[config.mk]
export PLATFORM = sky130hd
export DESIGN_NAME = dual_chirp_nco
export DESIGN_NICKNAME = d
export VERILOG_FILES = /design/src/rtl/chirp_pkg.sv /design/src/rtl/chirp_ramp.sv /design/src/rtl/chirp_sine_lut.sv /design/src/rtl/chirp_channel.sv /design/src/rtl/dual_chirp_nco.sv
export SDC_FILE = /design/constraint.sdc
export NUM_CORES = 1
export LEC_CHECK = 0
export ABC_AREA = 1
export BUFFER_PORTS_ARGS = -buffer_cell sky130_fd_sc_hd__buf_2
export CAP_MARGIN = 20
export CORE_ASPECT_RATIO = 0.5
export CORE_UTILIZATION = 58
export CTS_BUF_LIST = sky130_fd_sc_hd__clkbuf_4 sky130_fd_sc_hd__clkbuf_8 sky130_fd_sc_hd__clkbuf_16
export DETAILED_ROUTE_END_ITERATION = 8
export HOLD_SLACK_MARGIN = 0.1
export PLACE_DENSITY = 0.75
export SETUP_SLACK_MARGIN = 0.2
export SKIP_LAST_GASP = 1
export SYNTH_ARGS = -nofsm -noshare
export SYNTH_HDL_FRONTEND = slang
export SYNTH_SLANG_ARGS = --single-unit
[constraint.sdc]
create_clock -name clk -period 11.8 [get_ports clk]
set_input_delay 0 -clock clk [delete_from_list [all_inputs] [get_ports clk]]
set_output_delay 0 -clock clk [all_outputs]
set_load 0.02 [all_outputs]
[src/rtl/chirp_pkg.sv]
package chirp_pkg;

    typedef enum logic [1:0] {
        QD_RISE  = 2'd0,
        QD_FALL  = 2'd1,
        QD_NRISE = 2'd2,
        QD_NFALL = 2'd3
    } quad_e;

    typedef enum logic {
        DIR_DOWN = 1'b0,
        DIR_UP   = 1'b1
    } dir_e;

    // Quadrants that read the quarter wave backwards
    function automatic logic quad_mirrored(quad_e q);
        return (q == QD_FALL) || (q == QD_NFALL);
    endfunction

    // Quadrants in the negative half cycle
    function automatic logic quad_negative(quad_e q);
        return (q == QD_NRISE) || (q == QD_NFALL);
    endfunction

endpackage

[src/rtl/chirp_ramp.sv]
module chirp_ramp
    import chirp_pkg::*;
#(
    parameter int FW    = 32,
    parameter int CW    = 17,
    parameter int DWELL = 1
) (
    input  logic          clk,
    input  logic          rst,
    input  logic          en,
    input  logic          restart,
    input  logic [FW-1:0] start_i,
    input  logic [FW-1:0] step_i,
    input  logic [CW-1:0] count_i,
    output logic [FW-1:0] freq_o,
    output logic          dir_up_o,
    output logic          upramp_start_o
);

    localparam int DWW = (DWELL > 1) ? $clog2(DWELL) : 1;
    localparam logic [DWW-1:0] DW_LAST = DWW'(DWELL - 1);

    typedef struct packed {
        logic [FW-1:0] base;
        logic [FW-1:0] inc;
        logic [CW-1:0] lim;
    } cfg_t;

    typedef struct packed {
        logic [FW-1:0] freq;
        logic [CW-1:0] idx;
        dir_e          dir;
    } st_t;

    cfg_t           cfg_q;
    st_t            st_q, st_d;
    logic [DWW-1:0] dwell_q;
    logic           dwell_last;
    logic           step_now;
    logic           top_hit;
    logic           bottom_hit;

    assign dwell_last = (dwell_q == DW_LAST);
    assign step_now   = en && dwell_last && (cfg_q.lim != '0);
    assign top_hit    = (st_q.dir == DIR_UP) && ((st_q.idx + CW'(1)) == cfg_q.lim);
    assign bottom_hit = (st_q.dir == DIR_DOWN) && (st_q.idx == CW'(1));

    always_comb begin
        st_d = st_q;
        if (step_now) begin
            if (st_q.dir == DIR_UP) begin
                st_d.freq = st_q.freq + cfg_q.inc;
                st_d.idx  = st_q.idx + CW'(1);
                if (top_hit) st_d.dir = DIR_DOWN;
            end else begin
                st_d.freq = st_q.freq - cfg_q.inc;
                st_d.idx  = st_q.idx - CW'(1);
                if (bottom_hit) st_d.dir = DIR_UP;
            end
        end
    end

    always_ff @(posedge clk) begin
        if (rst) begin
            cfg_q   <= '0;
            st_q    <= '{freq: '0, idx: '0, dir: DIR_UP};
            dwell_q <= '0;
        end else if (restart) begin
            cfg_q   <= '{base: start_i, inc: step_i, lim: count_i};
            st_q    <= '{freq: start_i, idx: '0, dir: DIR_UP};
            dwell_q <= '0;
        end else if (en) begin
            dwell_q <= dwell_last ? '0 : dwell_q + DWW'(1);
            st_q    <= st_d;
        end
    end

    assign freq_o         = st_q.freq;
    assign dir_up_o       = (st_q.dir == DIR_UP);
    assign upramp_start_o = step_now && bottom_hit && !restart;

    // restart loads base and rising direction
    a_r2_restart_load: assert property (@(posedge clk) disable iff (rst)
        restart |=> (freq_o == $past(start_i)) && (st_q.dir == DIR_UP) && (st_q.idx == '0));

    // no frequency change outside a completed dwell
    a_r4_hold_between: assert property (@(posedge clk) disable iff (rst)
        (!restart && !(en && dwell_last)) |=> $stable(st_q.freq));

    // step index never passes the programmed count
    a_r3_idx_bound: assert property (@(posedge clk) disable iff (rst)
        st_q.idx <= cfg_q.lim);

    // direction flips exactly at the end points
    a_r5_dir_flip: assert property (@(posedge clk) disable iff (rst)
        (!restart && step_now && (top_hit || bottom_hit)) |=> (st_q.dir != $past(st_q.dir)));

    a_r5_dir_keep: assert property (@(posedge clk) disable iff (rst)
        (!restart && !(step_now && (top_hit || bottom_hit))) |=> $stable(st_q.dir));

    // zero count keeps the word static
    a_r7_static: assert property (@(posedge clk) disable iff (rst)
        (!restart && cfg_q.lim == '0) |=> $stable(st_q.freq));

endmodule

[src/rtl/chirp_sine_lut.sv]
module chirp_sine_lut
    import chirp_pkg::*;
#(
    parameter int AW = 10,
    parameter int SW = 12
) (
    input  logic          clk,
    input  logic          rst,
    input  logic [AW-1:0] addr_i,
    output logic [SW-1:0] sample_o
);

    localparam int QB  = AW - 2;
    localparam int QSZ = 1 << QB;
    localparam int AMP = (1 << (SW - 1)) - 1;
    localparam int MW  = SW + 2 * AW;

    quad_e          qd;
    logic [QB-1:0]  frac;
    logic [QB:0]    x;
    logic [MW-1:0]  prod;
    logic [MW-1:0]  mag;
    logic [SW-1:0]  samp_d;
    logic [SW-1:0]  sample_q;

    assign qd   = quad_e'(addr_i[AW-1 -: 2]);
    assign frac = addr_i[QB-1:0];

    // Distance into the quarter wave; QSZ means the peak
    assign x = quad_mirrored(qd) ? ((QB+1)'(QSZ) - {1'b0, frac}) : {1'b0, frac};

    // Parabolic quarter-wave approximation, scaled by a power of two
    assign prod = MW'(AMP) * MW'(x) * (MW'(2 * QSZ) - MW'(x));
    assign mag  = prod >> (2 * QB);

    assign samp_d = quad_negative(qd) ? (SW'(0) - SW'(mag)) : SW'(mag);

    always_ff @(posedge clk) begin
        if (rst) sample_q <= '0;
        else     sample_q <= samp_d;
    end

    assign sample_o = sample_q;

    // positive peak index gives full-scale amplitude next cycle
    a_r10_peak: assert property (@(posedge clk) disable iff (rst)
        (addr_i == {2'b01, {QB{1'b0}}}) |=> (sample_o == SW'(AMP)));

    // zero crossing index gives zero next cycle
    a_r10_zero: assert property (@(posedge clk) disable iff (rst)
        (addr_i == '0) |=> (sample_o == '0));

endmodule

[src/rtl/chirp_channel.sv]
module chirp_channel #(
    parameter int PW   = 32,
    parameter int OFFW = 16,
    parameter int AW   = 10,
    parameter int SW   = 12
) (
    input  logic            clk,
    input  logic            rst,
    input  logic            restart,
    input  logic            load_i,
    input  logic [PW-1:0]   acc_i,
    input  logic [OFFW-1:0] offset_i,
    output logic [SW-1:0]   sample_o
);

    logic [OFFW-1:0] off_q;
    logic [PW-1:0]   phase;

    always_ff @(posedge clk) begin
        if (rst) off_q <= '0;
        else if (restart || load_i) off_q <= offset_i;
    end

    assign phase = acc_i + {off_q, {(PW-OFFW){1'b0}}};

    chirp_sine_lut #(.AW(AW), .SW(SW)) i_lut (
        .clk      (clk),
        .rst      (rst),
        .addr_i   (phase[PW-1 -: AW]),
        .sample_o (sample_o)
    );

    // offset only changes at restart or up-ramp start
    a_r9_offset_hold: assert property (@(posedge clk) disable iff (rst)
        (!restart && !load_i) |=> $stable(off_q));

endmodule

[src/rtl/dual_chirp_nco.sv]
module dual_chirp_nco
    import chirp_pkg::*;
#(
    parameter int FW    = 32,
    parameter int CW    = 17,
    parameter int DWELL = 1,
    parameter int OFFW  = 16,
    parameter int AW    = 10,
    parameter int SW    = 12
) (
    input  logic            clk,
    input  logic            rst,
    input  logic            en,
    input  logic            restart,
    input  logic [FW-1:0]   start_freq,
    input  logic [FW-1:0]   step_freq,
    input  logic [CW-1:0]   step_count,
    input  logic [OFFW-1:0] phase_a,
    input  logic [OFFW-1:0] phase_b,
    output logic [SW-1:0]   sample_a,
    output logic [SW-1:0]   sample_b,
    output logic [FW-1:0]   freq_word,
    output logic            dir_up
);

    localparam int NCH = 2;

    logic [FW-1:0]   acc_q;
    logic            upramp_start;
    logic [OFFW-1:0] off_in [NCH];
    logic [SW-1:0]   samp   [NCH];

    chirp_ramp #(.FW(FW), .CW(CW), .DWELL(DWELL)) i_ramp (
        .clk            (clk),
        .rst            (rst),
        .en             (en),
        .restart        (restart),
        .start_i        (start_freq),
        .step_i         (step_freq),
        .count_i        (step_count),
        .freq_o         (freq_word),
        .dir_up_o       (dir_up),
        .upramp_start_o (upramp_start)
    );

    always_ff @(posedge clk) begin
        if (rst || restart) acc_q <= '0;
        else if (en)        acc_q <= acc_q + freq_word;
    end

    assign off_in[0] = phase_a;
    assign off_in[1] = phase_b;

    for (genvar g = 0; g < NCH; g++) begin : g_ch
        chirp_channel #(.PW(FW), .OFFW(OFFW), .AW(AW), .SW(SW)) i_ch (
            .clk      (clk),
            .rst      (rst),
            .restart  (restart),
            .load_i   (upramp_start),
            .acc_i    (acc_q),
            .offset_i (off_in[g]),
            .sample_o (samp[g])
        );
    end

    assign sample_a = samp[0];
    assign sample_b = samp[1];

    // accumulator frozen while disabled
    a_r6_acc_freeze: assert property (@(posedge clk) disable iff (rst)
        (!en && !restart) |=> $stable(acc_q));

    // accumulator advances by the present frequency word
    a_r8_acc_step: assert property (@(posedge clk) disable iff (rst)
        (en && !restart) |=> (acc_q == $past(acc_q) + $past(freq_word)));

    // accumulator cleared after restart
    a_r2_acc_clear: assert property (@(posedge clk) disable iff (rst)
        restart |=> (acc_q == '0));

endmodule

==> results.tsv, run 1 <==
stage	metric	value	unit
sta	hold_viol	0	
route	vias	28200	
clock_tree	cts_tree	built	
die	fp-row-count	58	
synth	yosys.area.top_type	fa_1	
global_routing	track_usage	32.8	%
route	drt_pass1_iterations	6	
critical_path	start_kind	register	
sta	rsz0062_at_grt	true	
placement	dp_hpwl	66100	um
die	dieWidth	324	um
route	wirelength	85300	um
die	die_h	163	um
clock_tree	htreeDepth	4	
sta	relSlewSlack	29.1	%
cells_and_area	drive_above_1_share	10.6	%
sta	worstMarginPinSlew	1.06	ns
die	initial_core_util	59.2	%
synth	yosys_warnings	0	
global_routing	grt_max_degree	105	
critical_path	critical_path_class	reg2reg	
synth	ys_seq_area_share	12.5	%
cells_and_area	area_growth	13.0	%
run	max-cap-violations	0	
route	wl_per_cell	16.6	um
critical_path	crit_family	adder cells	
synth	async_flop_share	0	%
synth	synth_cell_types	58	
cells_and_area	layout.cells.non_filler	5145	
critical_path	arrival	11.45	ns
clock_tree	cts_buffers	17	
route	drt_iter0_drc	2259	
cells_and_area	nets	5237	
critical_path	slowest_stage	fa_2	
cells_and_area	layout.cells.most_common	inv_1	
synth	ys_ff_latch	187	
sta	setup_viol	0	
critical_path	critPathCaptureType	register	
synth	synth_edf_count	0	
route	post_drt_via_cell_ratio	5.48	
cells_and_area	final_cell_mix	775 x inv_1, 758 x nand2_1, 534 x nor2_1	
die	die_area	52700	um2
global_routing	grt_pass1_wl	138000	um
synth	syn_inst	4189	
status	status	completed	
synth	synth.avg_cell_area	7.16	um2
placement	placed_cells	4983	
global_routing	antenna_found_initial	2	
die	core_area	50700	um2
clock_tree	clock_path_buffers	2	
clock_tree	cts.sinks	187	
placement	portBuffers	173	
sta	fin_worst_skew	0.0246	ns
synth	synth.top_cell.area_share	22.9	%
sta	slew_viol_final	0	
route	drc	0	
global_routing	overflow	0	
synth	synth_ff_type	dfxtp_1	
synth	synthTopCellsByArea	fa_1 23%, ha_1 14%, dfxtp_1 12%, inv_1 9.8%, nand2_1 9.6%	
synth	syn-cell-area	30000	um2
critical_path	cp.buffers_inverters	14	
clock_tree	cts_root_buf	clkbuf_16	
min_path	hp-start	en	
sta	fmax	90.2	MHz
critical_path	slowest_delay	0.61	ns
placement	gp_congestion	0.959	
clock_tree	clk_pin_slew	0.08	ns
critical_path	worstPathMaxFanout	6	
min_path	worstHoldPathType	in2reg	
sta	period_minus_slack	11.08	ns
critical_path	crit_top_cell	nand2_1	
clock_tree	clock_latency	0.48	ns
critical_path	r2r-start	acc_q[17]$_SDFFE_PP0P_	
critical_path	worstSetupStartpoint	acc_q[17]$_SDFFE_PP0P_	
route	ant_nets	0	
critical_path	worstPathRequired	12.16	ns
die	io_pins	174	
global_routing	grt_pass1_vias	27600	
sta	finalCritPeriodShare	93.9	%
## state kept, by name, indices dropped and copies added (netlist names)
name                      cells
g_ch.i_ch.i_lut.sample_o     24
i_ramp.st_q                  17
i_ramp.cfg_q                 49
i_ramp.freq_o                32
i_ramp.dir_up_o               1
g_ch.i_ch.off_q              32
acc_q                        32
## routing by layer
metal	part of all wire (%)	track usage, %	wire length (um)
met1	43	43.0	36600
met2	46	53.6	39000
met3	7.4	5.70	6310
met4	4.0	13.3	3440
met5	0	0	0
## what timing repair did
| action | 4_1_cts | 5_1_grt |
|---|---|---|
| buffers inserted | 1 | 13 |
| endpoints found under the hold margin | 113 | 0 |
| pin swaps | 1 | 24 |
| hold buffers | 113 | 0 |
| gates resized for setup | 3 | 120 |
| gates cloned | 0 | 1 |
| setup endpoints to repair | 5 | 21 |
## Yosys cell counts (12+ instances only)
| cell type | instances |
|---|---|
| buf_4 | 32 |
| a31oi_1 | 35 |
| nand4_1 | 24 |
| nand2_2 | 22 |
| nand3_1 | 151 |
| o21bai_1 | 17 |
| nor3_1 | 48 |
| nand2_1 | 768 |
| clkbuf_1 | 73 |
| fa_1 | 344 |
| nor2_2 | 12 |
| o21ai_0 | 216 |
| inv_1 | 781 |
| xor2_1 | 111 |
| or2_2 | 23 |
| dfxtp_1 | 187 |
| xnor2_1 | 39 |
| a21oi_1 | 247 |
| o211ai_1 | 17 |
| inv_2 | 13 |
| nor2_1 | 542 |
| ha_1 | 336 |
## cells by family after synthesis
group	count (synthesis)	synth area share, %
XOR/XNOR	155	4.65
other	1	0.0125
AND/OR/NAND/NOR	1631	22.5
buffers and inverters	924	12.1
AO/OA/AOI/OAI	611	11.4
flip-flops	187	12.5
adder cells (fa/ha/maj)	680	37.0
## path summary, 6_finish.rpt
kind         slack [ns]  cells after the start                                          to
max                0.72                     57  g_ch[1].i_ch.i_lut.sample_o[11]$_SDFF_PP0_
max reg2reg        0.72                     57  g_ch[1].i_ch.i_lut.sample_o[11]$_SDFF_PP0_
min reg2reg        0.48                      2                       acc_q[0]$_SDFFE_PP0P_
min                0.13                      4                       acc_q[0]$_SDFFE_PP0P_
## layout make-up
cell class | instances | area, um2
diodes | 2 | 5.00
multi-input cells | 3079 | 23100
flip-flops and latches | 187 | 3750
inverters | 800 | 3000
repair buffers | 355 | 2540
well taps | 690 | 863
clock inverters | 13 | 166
clock buffers | 19 | 447
fillers | 4401 | 16700
## per-stage QoR
stage	util (%)	instance area, um2	TNS (ns)	worst slack [ns]	hold slack, ns
2_1_floorplan	-	30000	0	0.553	0.135
3_3_place_gp	62.3	31500	0	0.292	0.220
3_5_place_dp	62.3	31500	-0.0225	-0.0225	0.227
4_1_cts	65.7	33300	0	0.215	0.108
5_1_grt	67.0	33900	0	0.0538	0.151
6_report	67.0	33900	0	0.716	0.129
## worst reg2reg max path, delay by kind of cell (launching register included)
family | cells | cell delay, ns
adder cells (fa/ha/maj) | 13 | 5.69
AND/OR/NAND/NOR | 21 | 2.23
buffers and inverters | 14 | 1.25
AO/OA/AOI/OAI | 6 | 0.82
XOR/XNOR | 3 | 0.68
flip-flops | 1 | 0.32
Power of run 1 is not shown: default switching activity piles up to over one toggle a cycle in this logic, so the estimate is an artifact.
==> inputs of run 2 (changes only) <==
--- a/config.mk
+++ b/config.mk
@@ -13,6 +13,7 @@
 export CTS_BUF_LIST = sky130_fd_sc_hd__clkbuf_4 sky130_fd_sc_hd__clkbuf_8 sky130_fd_sc_hd__clkbuf_16
 export DETAILED_ROUTE_END_ITERATION = 8
 export HOLD_SLACK_MARGIN = 0.1
+export MAX_ROUTING_LAYER = met4
 export PLACE_DENSITY = 0.75
 export SETUP_SLACK_MARGIN = 0.2
 export SKIP_LAST_GASP = 1
==> results.tsv, run 2 (synthesis gave the netlist of run 1 again) <==
stage	metric	value	unit
status	status	completed	
cells_and_area	drive_above_1_share	10.4	%
sta	finalCritPeriodShare	94.3	%
sta	worstMarginPinSlew	1.01	ns
min_path	hold_depth	4	
route	drc	0	
sta	setup_viol	0	
sta	fmax	89.9	MHz
placement	placed_cells	4984	
critical_path	r2r_slack	0.67	ns
cells_and_area	final_cell_mix	774 x inv_1, 760 x nand2_1, 535 x nor2_1	
cells_and_area	layout.cells.most_common	inv_1	
global_routing	grt_pass1_vias	27200	
sta	tns	0	ns
placement	pre_cts_slack	0.0282	ns
min_path	hp-start	en	
sta	period_minus_slack	11.13	ns
sta	hold_viol	0	
clock_tree	clock_path_buffers	2	
die	initial_core_util	59.2	%
global_routing	grt_max_degree	105	
die	core_area	50700	um2
sta	fin_worst_skew	0.0249	ns
placement	placed_area	31500	um2
sta	worst_slack	0.673	ns
die	die_area	52700	um2
die	fp-row-count	58	
clock_tree	cts.sinks	187	
cells_and_area	regMostFlops	i_ramp.cfg_q	
cells_and_area	nets	5241	
die	die_h	163	um
clock_tree	clk_pin_slew	0.08	ns
sta	slew_viol_final	0	
min_path	worstHoldPathType	in2reg	
clock_tree	cts_buffers	17	
route	post_drt_via_cell_ratio	5.44	
min_path	hold_end	acc_q[31]$_SDFFE_PP0P_	
clock_tree	cts_tree	built	
global_routing	antenna_found_initial	1	
route	vias	28000	
critical_path	worstSetupStartpoint	acc_q[19]$_SDFFE_PP0P_	
global_routing	grt_pass1_wl	136000	um
cells_and_area	area_growth	12.8	%
critical_path	slowest_stage	fa_1	
critical_path	arrival	11.48	ns
die	io_pins	174	
placement	portBuffers	173	
global_routing	track_usage	33.3	%
critical_path	r2r-start	acc_q[19]$_SDFFE_PP0P_	
run	max-cap-violations	0	
cells_and_area	largest_reg_flops	49	
sta	relSlewSlack	32.8	%
critical_path	critical_path_class	reg2reg	
cells_and_area	layout.cells.non_filler	5147	
clock_tree	htreeDepth	4	
route	ant_nets	0	
route	wl_per_cell	16.4	um
critical_path	reg2reg_depth	51	
critical_path	slowest_delay	0.55	ns
critical_path	worstPathMaxFanout	5	
placement	dp_hpwl	66100	um
placement	gp_congestion	0.996	
clock_tree	cts_root_buf	clkbuf_16	
sta	rsz0062_at_grt	true	
clock_tree	clock_latency	0.47	ns
critical_path	worstPathRequired	12.15	ns
die	dieWidth	324	um
critical_path	critPathCaptureType	register	
route	drt_pass1_iterations	6	
critical_path	rr_endpoint	g_ch[1].i_ch.i_lut.sample_o[10]$_SDFF_PP0_	
critical_path	start_kind	register	
global_routing	overflow	0	
route	wirelength	84500	um
cells_and_area	finalInstanceArea	33900	um2
route	drt_iter0_drc	2014	
==> run 2: cell types whose count changed in the layout (fill, tap and decap cells not counted), moves of 2 or more <==
cell	before	now
o21ai_0	205	210
buf_4	67	70
o21ai_1	13	10
clkinv_4	0	2
dfxtp_1	180	182
dfxtp_2	7	5
nand2_1	758	760
nand2_2	32	30
o21ai_2	8	6
xor2_1	98	100
xor2_2	16	14
==> run 2: metal layers <==
layer | routed length, um | share of wire [%] | GRT usage, % | vias up
met5 | 0 | 0 | - | -
met4 | 3480 | 4.1 | 12.6 | 0
met3 | 5920 | 7.0 | 4.64 | 214
met2 | 38600 | 46 | 53.0 | 1014
met1 | 36500 | 43 | 43.1 | 13200
li1 | - | - | - | 13500
==> run 2: worst max path at each step <==
stage	to
finish	g_ch[1].i_ch.i_lut.sample_o[10]$_SDFF_PP0_
floorplan	g_ch[1].i_ch.i_lut.sample_o[11]$_SDFF_PP0_
detailed placement	g_ch[1].i_ch.i_lut.sample_o[11]$_SDFF_PP0_
global route	g_ch[0].i_ch.i_lut.sample_o[11]$_SDFF_PP0_
CTS	g_ch[1].i_ch.i_lut.sample_o[11]$_SDFF_PP0_
global placement	g_ch[1].i_ch.i_lut.sample_o[11]$_SDFF_PP0_
==> run 2: cell type report <==
class / instances / area, um2
Tap cell: 690 / 863
Fill cell: 4392 / 16800
Inverter: 800 / 3000
Clock inverter: 13 / 125
Multi-Input combinational cell: 3079 / 23100
Timing Repair Buffer: 359 / 2580
Antenna cell: 1 / 2.50
Sequential cell: 187 / 3750
Clock buffer: 18 / 439
==> run 2: metrics by stage <==
stage | utilization, % | hold slack, ns
2_1_floorplan | - | 0.135
3_3_place_gp | 62.3 | 0.220
3_5_place_dp | 62.3 | 0.230
4_1_cts | 65.7 | 0.104
5_1_grt | 66.8 | 0.155
6_report | 66.8 | 0.141
==> run 2: critical path: cells and delay by family, from the launching register on <==
| family | cells | cell delay, ns |
|---|---|---|
| fa+ha+maj | 13 | 5.57 |
| compound gates | 10 | 1.53 |
| xor+xnor | 4 | 1.07 |
| simple gates | 16 | 1.76 |
| buf+inv | 8 | 0.70 |
| flops | 1 | 0.34 |
==> run 2: repair_timing <==
item,in CTS,in global routing
resized for setup,6,102
buffers inserted,0,16
endpoints found under the setup margin,4,21
pin swaps,0,28
gates cloned,0,1
hold buffers,114,0
endpoints found under the hold margin,114,0
Power of run 2 is left out for the same reason.
